<file path="config.mk">
export PLATFORM = sky130hd
export DESIGN_NAME = wlock_guard
export DESIGN_NICKNAME = d
export VERILOG_FILES = /design/src/rtl/wlock_pkg.sv /design/src/rtl/wlock_addr_dec.sv /design/src/rtl/wlock_seq.sv /design/src/rtl/wlock_gate.sv /design/src/rtl/wlock_guard.sv
export SDC_FILE = /design/constraint.sdc
export NUM_CORES = 1
export LEC_CHECK = 0
export BUFFER_PORTS_ARGS = -buffer_cell sky130_fd_sc_hd__buf_2
export CAP_MARGIN = 20
export CORE_AREA = 2 2 39 41
export CTS_CLUSTER_SIZE = 8
export DETAILED_ROUTE_END_ITERATION = 12
export DIE_AREA = 0 0 41 43
export HOLD_SLACK_MARGIN = 0.1
export PLACE_DENSITY_LB_ADDON = 0.3
export SLEW_MARGIN = 0
export SYNTH_ARGS = -nofsm -noshare
export SYNTH_HDL_FRONTEND = slang
export SYNTH_SLANG_ARGS = --single-unit
</file>
<file path="constraint.sdc">
create_clock -name clk -period 2.22 [get_ports clk]
set_input_delay 0.555 -clock clk [delete_from_list [all_inputs] [get_ports clk]]
set_output_delay 0.555 -clock clk [all_outputs]
set_load 0.05 [all_outputs]
</file>
<file path="src/rtl/wlock_pkg.sv">
package wlock_pkg;
  typedef struct packed {
    logic hit_pri;   // primary lock register
    logic hit_sec;   // secondary lock register
    logic prot;      // address in protected set
  } wlock_dec_t;
endpackage

</file>
<file path="src/rtl/wlock_addr_dec.sv">
module wlock_addr_dec #(
  parameter int ADDR_W = 7,
  parameter int PRI_OFS = 0,
  parameter int SEC_OFS = 124,
  parameter logic [(1 << (ADDR_W - 2)) - 1 : 0] PROT_MASK = '1
) (
  input  logic [ADDR_W-1:0] addr,
  output wlock_pkg::wlock_dec_t dec
);
  localparam int WIDX_W = ADDR_W - 2;
  localparam int NWORDS = 1 << WIDX_W;
  localparam logic [WIDX_W-1:0] PRI_W = WIDX_W'(PRI_OFS / 4);
  localparam logic [WIDX_W-1:0] SEC_W = WIDX_W'(SEC_OFS / 4);

  logic [WIDX_W-1:0] widx;
  logic [NWORDS-1:0] onehot;

  assign widx = addr[ADDR_W-1:2];

  for (genvar i = 0; i < NWORDS; i++) begin : g_word
    assign onehot[i] = (widx == WIDX_W'(i));
  end

  always_comb begin
    dec.hit_pri = (widx == PRI_W);
    dec.hit_sec = (widx == SEC_W);
    dec.prot    = |(onehot & PROT_MASK);
  end
endmodule

</file>
<file path="src/rtl/wlock_seq.sv">
module wlock_seq #(
  parameter logic [31:0] KEY_FIRST = 32'hc0de1248,
  parameter logic [31:0] KEY_SECOND = 32'hc0defa73
) (
  input  logic        clk,
  input  logic        rst_n,
  input  logic        wr_valid,
  input  logic [31:0] wr_data,
  input  wlock_pkg::wlock_dec_t dec,
  output logic        locked
);
  logic armed;
  logic key1_ok, key2_ok;

  assign key1_ok = (wr_data == KEY_FIRST);
  assign key2_ok = (wr_data == KEY_SECOND);

  always_ff @(posedge clk or negedge rst_n) begin
    if (!rst_n) begin
      locked <= 1'b0;
      armed  <= 1'b0;
    end else if (wr_valid && dec.hit_sec) begin
      locked <= 1'b1;
      armed  <= locked && key1_ok;
    end else if (wr_valid && dec.hit_pri) begin
      locked <= !(locked && armed && key2_ok);
      armed  <= 1'b0;
    end
  end
endmodule

</file>
<file path="src/rtl/wlock_gate.sv">
module wlock_gate (
  input  logic wr_valid,
  input  logic locked,
  input  wlock_pkg::wlock_dec_t dec,
  output logic wr_permit
);
  logic lock_reg;
  assign lock_reg  = dec.hit_pri | dec.hit_sec;
  assign wr_permit = wr_valid & ~lock_reg & ~(locked & dec.prot);
endmodule

</file>
<file path="src/rtl/wlock_guard.sv">
module wlock_guard #(
  parameter int ADDR_W = 7,
  parameter logic [31:0] KEY_FIRST = 32'hc0de1248,
  parameter logic [31:0] KEY_SECOND = 32'hc0defa73,
  parameter logic [(1 << (ADDR_W - 2)) - 1 : 0] PROT_MASK = 32'h7FF7FFFC
) (
  input  logic              clk,
  input  logic              rst_n,
  input  logic              wr_valid,
  input  logic [ADDR_W-1:0] wr_addr,
  input  logic [31:0]       wr_data,
  output logic              wr_permit,
  output logic              locked
);
  wlock_pkg::wlock_dec_t dec;

  wlock_addr_dec #(
    .ADDR_W(ADDR_W), .PRI_OFS(0), .SEC_OFS(124), .PROT_MASK(PROT_MASK)
  ) u_dec (
    .addr(wr_addr), .dec(dec)
  );

  wlock_seq #(
    .KEY_FIRST(KEY_FIRST), .KEY_SECOND(KEY_SECOND)
  ) u_seq (
    .clk(clk), .rst_n(rst_n), .wr_valid(wr_valid), .wr_data(wr_data),
    .dec(dec), .locked(locked)
  );

  wlock_gate u_gate (
    .wr_valid(wr_valid), .locked(locked), .dec(dec), .wr_permit(wr_permit)
  );
endmodule

</file>
After elaboration in Yosys (flattened, before gate mapping). Cells that the tools add are included.

Register bits after elaboration: 2. Input bits: 42. Output and inout port bits: 2. Logic and storage cells: 52.

Bitwise operators: 6. Reduce and logical (&&, ||, !) cells: 9. Equality and inequality tests: 31. Muxes and demuxes: 4.

Operator list (count): == test 5 bit, second input constant (15); == test 32 bit, second input constant (2); == test 5 x 4 -> 1 bit, second input constant (8); OR reduction 28 bit (1); == test 5 x 3 -> 1 bit, second input constant (4); == test 5 x 2 -> 1 bit, second input constant (2); logical AND 1 bit (5); logical NOT 5 bit (1); 2-to-1 mux 1 bit (4); bitwise AND 1 bit (3); NOT 1 bit (2); nonzero test 2 bit (1); logical NOT 1 bit (1); OR 1 bit (1).

Depth between registers and ports, before layout. Gate-level depths: netlist of run 1.

Depth in word-level cells: 5. Gate-level depth with buffers: 4. Mapped depth without buffers: 4.

Cells and area by module. From an unflattened synthesis of run 1, not the netlist that was laid out.

Cells, all modules: 32. Area, all modules: 270.3 µm².

Modules (own cells, without submodules): wlock_seq (cells each 23, times used 1, area each 207.7 µm², seq. area each 50.0 µm²); wlock_addr_dec (cells each 7, times used 1, area each 43.8 µm², seq. area each 0.0 µm²); wlock_gate (cells each 2, times used 1, area each 18.8 µm², seq. area each 0.0 µm²).

Least setup slack after synthesis of run 1. No wires, ideal clock.

Kind: input -> output. Start point: input port wr_addr[6]. End point: output port wr_permit. Data required time: 1.665 ns. Stages on the path: 3. Arrival time: 2.393 ns. Setup slack: -0.728 ns. Path buffers: 0. Cells stage by stage: or4_4 -> o211a_1 -> nor3b_1.

Longest elaborated chain between the ends: 5. Elaborated cells between the ends (all ways): 37. Classes of those cells: eq/ne: 29; bitwise: 6; reduce/logical: 2.

Ends and longest elaborated chain: start: declaration (line wlock_guard.sv:10) `input logic [ADDR_W-1:0] wr_addr,`; == test 5 x 2 -> 1 bit, or another cell as far along (line wlock_addr_dec.sv:21) `assign onehot[i] = (widx == WIDX_W'(i));`; OR reduction 28 bit or OR 1 bit (tied branches) (line wlock_addr_dec.sv:27, wlock_gate.sv:8); bitwise AND 1 bit or NOT 1 bit (tied branches) (line wlock_gate.sv:9) `assign wr_permit = wr_valid & ~lock_reg & ~(locked & dec.prot);`; NOT 1 bit or bitwise AND 1 bit (tied branches) (line wlock_gate.sv:9); bitwise AND 1 bit * (line wlock_gate.sv:9); end: declaration (line wlock_guard.sv:12) `output logic wr_permit,`.

Every way passes the cells marked *; elsewhere a longest branch is shown, timed or not.

Worst setup path in the final report of run 1.
Start point: input port wr_addr[3]. End point: output port wr_permit.

Same word-level chain as after synthesis.

==> flow_summary.ini, run 1 <==
[cts]
clk_path_buf_depth = 2
h-tree-depth = 1
cts_sinks = 2
cts_root_buf = clkbuf_4
cts_tree = yes
cts_buffers = 3
clock_latency_ns = 0.22
cts.clk_slew.worst_paths_ns = 0.03

[synthesis]
synth_cell_types = 18
yosys.area.top_type = dfrtp_1
synth.area.top_cells = dfrtp_1 (20%), nand4_1 (9.9%), and4b_1 (7.9%)
syn-num-nets = 74
synth_flop_cell = dfrtp_1
netlist_area_um2 = 254
synthArstFlopShare_pct = 100
synth_warnings = 0
syn_area_per_cell_um2 = 7.94
ys_seq_elements = 2
synth_edf_count = 0
synthCells = 32
yosysSeqAreaShare_pct = 19.7
ys_top_cells_by_count = nand4_1 (4), nor2_1 (4), nor4_1 (3)
synth_top_area_share_pct = 19.7

[global_routing]
grt_max_degree = 5
grt_util_all_layers_pct = 11.7
grt_pass1_vias = 353
antenna_found_initial = 0
grt_pass1_wl_mm = 1.37
gr-total-overflow = 0

[route]
drt_pre_antenna_iters = 2
wl_met2_um = 502
drtIter0Drc = 3
m1WireLength_um = 378
viasPerCell = 4.46
routed_wl_um = 958
drc = 0
topRoutingLayerUsed = met3
dr_total_vias = 437
wl_per_cell_um = 9.78
dr_wl_met3_um = 77
ant_nets = 0

[die]
dieArea_um2 = 1760
fp.dieH_um = 43
core_um2 = 1380
io_pins = 44
initial_core_util_pct = 18.4
rows = 14
die_w_um = 41

[layout]
final_cells = 98
n_antenna_cell = 0
areaGrowthSynthToFinish_pct = 128
layout.nets = 126
drive_gt1_share_pct = 63.4
fillers = 146
register_area_um2 = 50.0
multi_input_area_um2 = 215

[placed_design]
gp_congestion = 0.638
dp.cells = 92
portBuffers = 41
pre_cts_ws_ns = -0.141

[status]
status = finished with violations
violations = setup timing

[timing]
relSlewSlack_pct = 74.6
slew_violations = 0
tightestPinTransition_ns = 0.378
fin_ws_ns = -0.0621
rsz0062_at_grt = true
finalCritPeriodShare_pct = 103
finClkSkew_ns = 0.00103
fin_crit_ns = 2.28
setup_viol = 1
hold_viol = 0
fmax_ghz = 0.438

[flow_run]
cap_violations = 0

[pwr]
peakVddDrop_mv = 0.230
leakage_nw = 0.290
power.total_mw = 0.232
power_density_nw_per_um2 = 400

[worst_setup_path]
cp.required_ns = 1.66
cp-end-kind = primary output
critPathMaxFanout = 2
crit_type = in -> out
crit_path_start_kind = input port
cp.arrival_ns = 1.73

[min_path]
hold_path.class = reg -> reg
where the power goes:
| part | internal (mW) | switching (mW) | total [mW] | leakage, nW |
|---|---|---|---|---|
| logic | 0.0541 | 0.0509 | 0.105 | 0.252 |
| registers | 0.0406 | 0.00390 | 0.0445 | 0.0242 |
| clock network | 0.0598 | 0.0223 | 0.0821 | 0.0138 |
cells by family after synthesis:
| group | synth area share, % |
|---|---|
| compound gates | 16.3 |
| xor+xnor | 3.45 |
| flops | 19.7 |
| simple gates | 60.6 |
per-stage QoR:
step / hold slack [ns] / instance area, um2 / utilization (%) / TNS [ns]
after floorplan: 0.259 / 265 / - / -0.0749
after global placement: 0.342 / 513 / 37.1 / -0.143
after detailed placement: 0.343 / 513 / 37.1 / -0.141
after CTS: 0.519 / 558 / 40.3 / -0.0490
after global routing: 0.553 / 579 / 41.9 / -0.118
final: 0.513 / 579 / 41.9 / -0.0621
layout by cell type, fill, tap and decap left out, types with 2 or more instances in the layout:
master     n
nand4_1    4
buf_6      3
nand3b_1   2
a21oi_1    2
buf_2     38
nor4_1     3
nand3_1    2
and4b_1    2
dfrtp_1    2
nor2_1     4
clkbuf_4   3
buf_4      5
nand2_1    2
metal layers:
layer	GRT usage, %	vias to the layer above
li1	-	234
met5	0	-
met1	12.2	187
met3	4.71	0
met4	8.00	0
met2	18.1	16
state kept, by name (all words and copies together), names as in the netlist:
signal / cells
u_seq.locked: 1
u_seq.armed: 1
worst max-delay path, cell delays in order:
cell	delay, ns
buf_6	0.09
or4_4	0.53
buf_4	0.16
o22ai_2	0.17
nor3b_4	0.06
buf_6	0.15
layout make-up:
type	instances	area share (%)
Timing Repair Buffer	47	46.9
Tap cell	16	3.46
Multi-Input combinational cell	30	37.1
Sequential cell	2	8.64
Clock buffer	3	3.89
worst paths after layout:
path                                 to  cells past startpoint  slack, ns         start
hold / removal              u_seq.armed                      1       0.51   u_seq.armed
setup / recovery              wr_permit                      6      -0.06    wr_addr[3]
max in group asynchronous   u_seq.armed                      2       1.48         rst_n
min in group asynchronous  u_seq.locked                      2       0.65         rst_n
hold reg to reg             u_seq.armed                      1       0.51   u_seq.armed
setup reg to reg            u_seq.armed                      4       0.89  u_seq.locked
what timing repair did:
action                                  in CTS  in global routing
hold endpoints to repair                     1                  0
gates resized for setup                      3                  1
pin swaps                                    1                  2
setup buffers                                0                  2
endpoints found under the setup margin       1                  1
hold buffers                                 1                  0
No activity file was read; power rests on OpenSTA's default activity.
==> run 2: changes to the inputs <==
--- a/config.mk
+++ b/config.mk
@@ -16,4 +16,5 @@
 export SLEW_MARGIN = 0
 export SYNTH_ARGS = -nofsm -noshare
 export SYNTH_HDL_FRONTEND = slang
+export SYNTH_HIERARCHICAL = 1
 export SYNTH_SLANG_ARGS = --single-unit
==> constraint.sdc (replaced) <==
create_clock -name clk -period 2.4 [get_ports clk]
set_input_delay 0.6 -clock clk [delete_from_list [all_inputs] [get_ports clk]]
set_output_delay 0.6 -clock clk [all_outputs]
set_load 0.005 [all_outputs]
==> flow_summary.ini, run 2 <==
[synthesis]
synth_flop_cell = dfrtp_1
syn_area_per_cell_um2 = 8.45
synth_xor_area_share_pct = 3.24
synthCells = 32
synth.most_common_cell = nand2_1
synth_warnings = 6
synthArstFlopShare_pct = 100
synth_cell_types = 20
ys_top_cells_by_count = nand2_1 (4), nand4_1 (3), nor2_1 (3)
ys_seq_elements = 2
synth_compound_area_share_pct = 21.3
synthAdderAreaFrac_pct = 0
synth_mux_area_share_pct = 0
synth.area.top_cells = dfrtp_1 (19%), or4_4 (8.3%), nor4bb_1 (7.4%)
syn-num-nets = 74
netlist_area_um2 = 270
yosys.area_share.simple_pct = 55.6
synth_top_family_by_area = simple AND/OR/NAND/NOR gates
yosys.area.top_type = dfrtp_1
synth_edf_count = 0
synth_top_area_share_pct = 18.5
yosysSeqAreaShare_pct = 18.5

[die]
fp.dieH_um = 43
die_w_um = 41
rows = 14
core_um2 = 1380
initial_core_util_pct = 19.5
dieArea_um2 = 1760
io_pins = 44

[worst_setup_path]
crit_family = simple AND/OR/NAND/NOR gates
cp.arrival_ns = 1.79
crit_path_max_incr_delay_ns = 0.52
cp-end-kind = primary output
critPathMaxFanout = 2
critPathBufInv = 2
path_cells = buf_6, or4_4, o21a_1, a2111oi_2, buf_2
cp.required_ns = 1.80
crit_type = in -> out
crit_path_start_kind = input port
critPathSlowestCell = or4_4

[layout]
layout.nets = 121
fin_area_um2 = 532
final_cells = 93
areaGrowthSynthToFinish_pct = 96.8
layout_commonest_cell = buf_2
drive_gt1_share_pct = 62.3
final_cell_mix = buf_2 (40), nand2_1 (4), clkbuf_4 (3), nor2_1 (3), nand4_1 (3)
final_util_pct = 38.4
n_antenna_cell = 0
reg_top3 = u_seq/armed x1, u_seq/locked x1

[global_routing]
antenna_found_initial = 0
grt_max_degree = 5
grt_pass1_vias = 399
grt_pass1_wl_mm = 1.35
grt_util_all_layers_pct = 10.8
gr-total-overflow = 0

[pwr]
leakage_nw = 0.260
power.total_mw = 0.175
peakVddDrop_mv = 0.141
power_density_nw_per_um2 = 329

[cts]
post_cts_buffers = 0
cts_sinks = 2
cts_root_buf = clkbuf_4
cts.clk_slew.worst_paths_ns = 0.03
cts_tree = yes
h-tree-depth = 1
cts_buffers = 3
clock_latency_ns = 0.22
clk_path_buf_depth = 2

[timing]
tightestPinTransition_ns = 0.308
slew_violations = 0
fmax_ghz = 0.418
fin_crit_ns = 2.39
finClkSkew_ns = 0.000915
relSlewSlack_pct = 79.2
finalCritPeriodShare_pct = 99.6
whs_ns = 0.163
setup_viol = 0
fin_ws_ns = 0.0104
fin_setup_tns_ns = 0
hold_viol = 0
rsz0062_at_grt = true

[route]
drtIter0Drc = 4
wl_per_cell_um = 9.44
routed_wl_um = 878
dr_total_vias = 426
ant_nets = 0
drc = 0
drt_pre_antenna_iters = 4
viasPerCell = 4.58

[placed_design]
dp.cells = 90
portBuffers = 41
gp_congestion = 0.649
placed_cell_area_um2 = 503
dp_hpwl_um = 799
pre_cts_ws_ns = -0.0207

[status]
status = completed

[flow_run]
cap_violations = 0

[min_path]
hold_path.class = in -> async
-- run 2: cell count changes in the layout (fill, tap and decap cells not counted), sizes merged, moves of 2 or more --
| cell | previous run | this run |
|---|---|---|
| nand3b | 2 | 0 |
| nand4b | 0 | 2 |
| a21oi | 2 | 0 |
| nand2 | 2 | 4 |
| buf | 46 | 42 |
| nor4 | 3 | 1 |
-- run 2: final timing paths --
check                           cells after the start  slack [ns]           end         start
worst max-delay path                                5        0.01     wr_permit    wr_addr[6]
worst min-delay path                                1        0.16  u_seq/locked         rst_n
worst max register to register                      3        1.12  u_seq/locked  u_seq/locked
worst min register to register                      2        0.48   u_seq/armed   u_seq/armed
max in group asynchronous                           1        2.14   u_seq/armed         rst_n
min in group clk                                    2        0.48   u_seq/armed   u_seq/armed
-- run 2: area by class of cell --
class                      count  area, um2
multi-input combinational     29        216
clock buffer                   3       22.5
inverter                       1       3.75
fill                         163        852
tap                           16       20.0
timing repair buffer          42        219
sequential                     2       50.0
-- run 2: layer usage --
metal	part of all wire [%]	vias to the layer above	routed length [um]	global-route usage (%)
met5	0	-	0	0
met4	0	0	0	6.00
met3	9.0	0	79	1.57
met2	58	16	506	19.1
met1	33	185	292	11.3
li1	-	225	-	-
-- run 2: timing repair --
action	in CTS	in global routing
hold buffers	0	0
setup endpoints to repair	1	1
gates resized for setup	1	0
-- run 2: logic make-up after synthesis --
| logic type | Yosys count |
|---|---|
| and+or+nand+nor | 22 |
| AOI/OAI and AO/OA | 6 |
| DFF | 2 |
| xor gates and xnor gates | 1 |
| buffers and inverters | 1 |
-- run 2: power breakdown --
group | switching (mW) | internal, mW | total (mW) | leakage, nW
Sequential | 0.00348 | 0.0376 | 0.0411 | 0.0242
Combinational | 0.0217 | 0.0412 | 0.0629 | 0.222
Clock | 0.0160 | 0.0549 | 0.0709 | 0.0138
-- run 2: worst reg2reg max path, cell delays in order (launching register included) --
cell and delay [ns]:
dfrtp_1 0.37, and4b_1 0.21, nand4_1 0.13, o41a_1 0.44
